`config.mk`:
```
export PLATFORM = sky130hd
export DESIGN_NAME = sckgen_top
export DESIGN_NICKNAME = d
export VERILOG_FILES = /design/src/rtl/sckgen_pkg.sv /design/src/rtl/sckgen_cfg_latch.sv /design/src/rtl/sckgen_phase_ctr.sv /design/src/rtl/sckgen_edge_dec.sv /design/src/rtl/sckgen_top.sv
export SDC_FILE = /design/constraint.sdc
export NUM_CORES = 1
export LEC_CHECK = 0
export CAP_MARGIN = 20
export CORE_AREA = 2 2 71 73
export DETAILED_ROUTE_END_ITERATION = 7
export DIE_AREA = 0 0 73 75
export HOLD_SLACK_MARGIN = 0.15
export PLACE_DENSITY_LB_ADDON = 0.25
export SLEW_MARGIN = 0
export SYNTH_ARGS = -nofsm -noshare
export SYNTH_HDL_FRONTEND = slang
export SYNTH_SLANG_ARGS = --single-unit
```
`constraint.sdc`:
```
create_clock -name clk_i -period 3.3 [get_ports clk_i]
set_input_delay 0.33 -clock clk_i [delete_from_list [all_inputs] [get_ports clk_i]]
set_output_delay 0.33 -clock clk_i [all_outputs]
set_load 0.005 [all_outputs]
```
`src/rtl/sckgen_pkg.sv`:
```
package sckgen_pkg;

  localparam int SCK_CNT_W = 6;

  typedef logic [SCK_CNT_W-1:0] cnt_t;

  // terminal count of one period (period lasts term+1 input cycles)
  function automatic cnt_t period_term(input cnt_t lo_f, input cnt_t div_f);
    if (lo_f != '0)       return lo_f;
    else if (div_f != '0) return div_f;
    else                  return cnt_t'(1);
  endfunction

  // last counter value at which SCK is still high
  function automatic cnt_t high_term(input cnt_t lo_f, input cnt_t hi_f,
                                     input cnt_t term);
    logic [SCK_CNT_W:0] half;
    half = ({1'b0, term} + 1'b1) >> 1;
    if (lo_f == '0)        return cnt_t'(half - 1'b1);
    else if (hi_f >= term) return cnt_t'(term - 1'b1);
    else                   return hi_f;
  endfunction

endpackage

```
`src/rtl/sckgen_cfg_latch.sv`:
```
module sckgen_cfg_latch
  import sckgen_pkg::*;
#(
  parameter int WORD_W  = 32,
  parameter int LO_LSB  = 0,
  parameter int HI_LSB  = 6,
  parameter int DIV_LSB = 12
) (
  input  logic              clk_i,
  input  logic              rst_ni,
  input  logic              load_i,
  input  logic [WORD_W-1:0] word_i,
  output cnt_t              term_o,
  output cnt_t              high_o
);
  cnt_t lo_f, hi_f, div_f, term_n;
  cnt_t term_q, high_q;

  assign lo_f   = word_i[LO_LSB  +: SCK_CNT_W];
  assign hi_f   = word_i[HI_LSB  +: SCK_CNT_W];
  assign div_f  = word_i[DIV_LSB +: SCK_CNT_W];
  assign term_n = period_term(lo_f, div_f);

  always_ff @(posedge clk_i or negedge rst_ni) begin
    if (!rst_ni) begin
      term_q <= cnt_t'(1);
      high_q <= '0;
    end else if (load_i) begin
      term_q <= term_n;
      high_q <= high_term(lo_f, hi_f, term_n);
    end
  end

  assign term_o = term_q;
  assign high_o = high_q;
endmodule

```
`src/rtl/sckgen_phase_ctr.sv`:
```
module sckgen_phase_ctr
  import sckgen_pkg::*;
(
  input  logic clk_i,
  input  logic rst_ni,
  input  logic en_i,
  input  cnt_t term_i,
  output logic run_o,
  output cnt_t cnt_o,
  output logic load_o
);
  logic run_q;
  cnt_t cnt_q;
  logic start_w, wrap_w;

  assign start_w = !run_q && en_i;
  assign wrap_w  = run_q && (cnt_q == term_i);
  assign load_o  = start_w || (wrap_w && en_i);

  always_ff @(posedge clk_i or negedge rst_ni) begin
    if (!rst_ni) begin
      run_q <= 1'b0;
      cnt_q <= '0;
    end else if (start_w) begin
      run_q <= 1'b1;
      cnt_q <= '0;
    end else if (wrap_w) begin
      run_q <= en_i;
      cnt_q <= '0;
    end else if (run_q) begin
      cnt_q <= cnt_q + 1'b1;
    end
  end

  assign run_o = run_q;
  assign cnt_o = cnt_q;
endmodule

```
`src/rtl/sckgen_edge_dec.sv`:
```
module sckgen_edge_dec
  import sckgen_pkg::*;
(
  input  logic run_i,
  input  cnt_t cnt_i,
  input  cnt_t high_i,
  output logic sck_o,
  output logic rise_o,
  output logic fall_o
);
  assign sck_o  = run_i && (cnt_i <= high_i);
  assign rise_o = run_i && (cnt_i == '0);
  assign fall_o = run_i && (cnt_i == cnt_t'(high_i + 1'b1));
endmodule

```
`src/rtl/sckgen_top.sv`:
```
module sckgen_top
  import sckgen_pkg::*;
#(
  parameter int WORD_W  = 32,
  parameter int LO_LSB  = 0,
  parameter int HI_LSB  = 6,
  parameter int DIV_LSB = 12,
  parameter int SRC_BIT = 31
) (
  input  logic              clk_i,
  input  logic              rst_ni,
  input  logic              en_i,
  input  logic [WORD_W-1:0] cfg_word_i,
  output logic              sck_o,
  output logic              launch_o,
  output logic              sample_o,
  output logic              src_sel_o
);
  // named internal events, visible to the bound checker
  logic run_w;
  cnt_t cnt_w;
  cnt_t term_w;
  cnt_t high_w;
  logic load_w;
  logic src_q;

  sckgen_phase_ctr u_ctr (
    .clk_i  (clk_i),
    .rst_ni (rst_ni),
    .en_i   (en_i),
    .term_i (term_w),
    .run_o  (run_w),
    .cnt_o  (cnt_w),
    .load_o (load_w)
  );

  sckgen_cfg_latch #(
    .WORD_W (WORD_W),
    .LO_LSB (LO_LSB),
    .HI_LSB (HI_LSB),
    .DIV_LSB(DIV_LSB)
  ) u_cfg (
    .clk_i  (clk_i),
    .rst_ni (rst_ni),
    .load_i (load_w),
    .word_i (cfg_word_i),
    .term_o (term_w),
    .high_o (high_w)
  );

  sckgen_edge_dec u_dec (
    .run_i  (run_w),
    .cnt_i  (cnt_w),
    .high_i (high_w),
    .sck_o  (sck_o),
    .rise_o (sample_o),
    .fall_o (launch_o)
  );

  always_ff @(posedge clk_i or negedge rst_ni) begin
    if (!rst_ni) src_q <= 1'b0;
    else         src_q <= cfg_word_i[SRC_BIT];
  end

  assign src_sel_o = src_q;
endmodule

```
==> metrics.yaml <==
outcome: "finished, final reports clean"
crit_path_max_fanout: 7
antenna_cells: 0
drc: 0
setup_viol: 0
cpPeakStageDelay_ns: 0.46
core_um2: 4660
clock-sinks: 20
die_area_um2: 5480
syn_inst: 209
synth_top_cell_area_share: 0.260
cp_slowest_cell: "clkdlybuf4s50_1"
pre_cts_slack_ns: 0.0213
ys_types: 48
io_pins: 39
first_iter_violations: 44
hp-class: "register to register"
viasPerCell: 5.17
path_clk_slew_ns: 0.07
post_drt_wl_per_cell_um: 12.9
avgSynthCellArea_um2: 8.76
cts_htree_levels: 1
rsz0062_at_grt: "false"
die_x_um: 73
ys_seq_elements: 20
clockRootBuffer: "clkbuf_8"
skew_ns: 0.00859
grt_pass1_vias: 1534
syn_area_um2: 1830
cp-end-kind: "register"
tns_ns: 0
ant_nets: 0
nFillCells: 468
finalHoldViolations: 0
max_freq_mhz: 333
required_ns: 3.44
die_y_um: 75
clock_latency_ns: 0.26
vias: 1578
power_mw: 1.42
relSlewSlack: 0.401
areaGrowthSynthToFinish_pct: 25.6
period_needed_ns: 3.00
first_pass_iters: 4
grt_start_max_net_pins: 23
cellLeakagePower_nw: 1.04
synth_commonest_cells: "nand2_1 (20), dfrtp_1 (19), ha_1 (18), xnor2_1 (16)"
cts_setup_buffers: 0
drt_wl_total_um: 3950
port_buffers: 25
rows: 25
place.gp.congestion: 0.811
ys.flop_type: "dfrtp_1"
initial_utilization: 0.393
hold_ws_ns: 0.497
cp.arrival_ns: 3.14
ys_seq_area_frac: 0.274
tightest_slew_ns: 0.896
cts_resized: 0
drv_slew: 0
nets: 305
cts_tree: "built"
crit_chain: "clkdlybuf4s50_1, nor4_4, a21oi_1, or2_2, inv_1, buf_4, ha_1, nand2b_1, a21oi_1, o21ai_0, a31o_2, o21ai_0, a21oi_1, o31a_1"
path_common_cell: "a21oi_1"
cts_hold_buf: 0
fin_ws_ns: 0.297
synth_edf_count: 0
cts_buffer_depth: 2
grt-ovfl-total: 0
synthTopCellsByArea: "dfrtp_1 (26%), ha_1 (12%), xnor2_1 (7.7%)"
dpl_cell_area_um2: 2260
critPathLaunchType: "input pin"
drv_cap: 0
async_reset_ff_frac: 1.00
cts_buffers: 3
synth_area_leader_cell: "dfrtp_1"
worst-setup-path-type: "input pin to register"
yosysWarnings: 0
antenna_found_initial: 0
p_per_area_nw_per_um2: 618
layout-drive-gt1-share: 0.159
track_usage: 0.160
dp_hpwl_um: 3320
post-route-period-util: 0.910
vdd_drop_max_mv: 0.266
synth_most_common_cell: "nand2_1"
synthesis.nets: 262
final_cell_area_um2: 2300
grt_pass1_wl_um: 6950
[sequential cells by signal, indices dropped and copies added (netlist names)]
| signal | count |
|---|---|
| u_cfg.high_o | 6 |
| u_cfg.term_o | 6 |
| u_ctr.cnt_o | 6 |
| src_sel_o | 1 |
| u_ctr.run_o | 1 |
[through the flow]
step | util | instances
final | 0.494 | 305
after global routing | 0.494 | 305
after floorplan | - | 209
after global placement | 0.484 | 301
after detailed placement | 0.484 | 301
after CTS | 0.494 | 305
[power breakdown]
| group | internal, mW | switching [mW] | leakage (nW) |
|---|---|---|---|
| combinational | 0.408 | 0.352 | 0.778 |
| clock | 0.0858 | 0.0779 | 0.0228 |
| sequential | 0.354 | 0.145 | 0.239 |
| total | 0.848 | 0.575 | 1.04 |
[logic make-up (layout without fill, tap and decap cells)]
family          Yosys count  count (layout)  share of synthesized area
simple gates             65              65                      0.195
flops                    20              20                      0.274
mux                       6               6                     0.0335
buf+inv                  22              64                     0.0560
xor+xnor                 26              26                      0.124
fa+ha+maj                18              18                      0.123
compound gates           52              52                      0.194
[layout by cell type, fill, tap and decap left out, types with 3 or more instances in the layout]
master	count
a21oi_1	9
a31oi_1	4
buf_4	20
clkbuf_8	3
clkdlybuf4s50_1	25
dfrtp_1	19
ha_1	18
inv_1	14
mux2i_1	5
nand2_1	20
nand3_1	5
nand4_1	4
nor2_1	14
nor3_1	4
o211ai_1	4
o21a_1	3
o21ai_0	13
xnor2_1	16
xor2_1	10
[metal layers]
metal  vias to the layer above  global-route usage  share of wire
li1                        827                   -              -
met1                       716               0.219           0.49
met2                        31               0.268           0.46
met3                         4              0.0228          0.031
met4                         0              0.0391          0.013
met5                         -                   0              0
[critical path: cells and delay by family]
family                     cells  cell delay [ns]
buffers and inverters          3             0.65
adders and majority gates      1             0.21
and+or+nand+nor                3             0.74
AOI/OAI and AO/OA              7             1.20
[path summary, 6_finish.rpt]
kind | startpoint | endpoint | slack (ns) | cells after the start
worst max-delay path | cfg_word_i[5] | u_cfg.high_o[1]$_DFFE_PN0P_ | 0.30 | 14
worst min-delay path | u_cfg.term_o[0]$_DFFE_PN1P_ | u_cfg.term_o[0]$_DFFE_PN1P_ | 0.50 | 2
worst max register to register | u_ctr.cnt_o[2]$_DFFE_PN0P_ | u_cfg.high_o[5]$_DFFE_PN0P_ | 1.03 | 4
worst min register to register | u_cfg.term_o[0]$_DFFE_PN1P_ | u_cfg.term_o[0]$_DFFE_PN1P_ | 0.50 | 2
max in group asynchronous | rst_ni | src_sel_o$_DFF_PN0_ | 2.17 | 1
min in group asynchronous | rst_ni | u_ctr.cnt_o[2]$_DFFE_PN0P_ | 0.57 | 1
[area by class of cell]
| cell class | count | area (um2) | share of cell area |
|---|---|---|---|
| Multi-Input combinational cell | 167 | 1230 | 0.533 |
| Sequential cell | 20 | 502 | 0.218 |
| Timing Repair Buffer | 45 | 400 | 0.174 |
| Tap cell | 54 | 67.6 | 0.0294 |
| Inverter | 15 | 58.8 | 0.0256 |
| Clock buffer | 4 | 45.0 | 0.0196 |
Note: power is estimated with default switching activity, not from simulation.
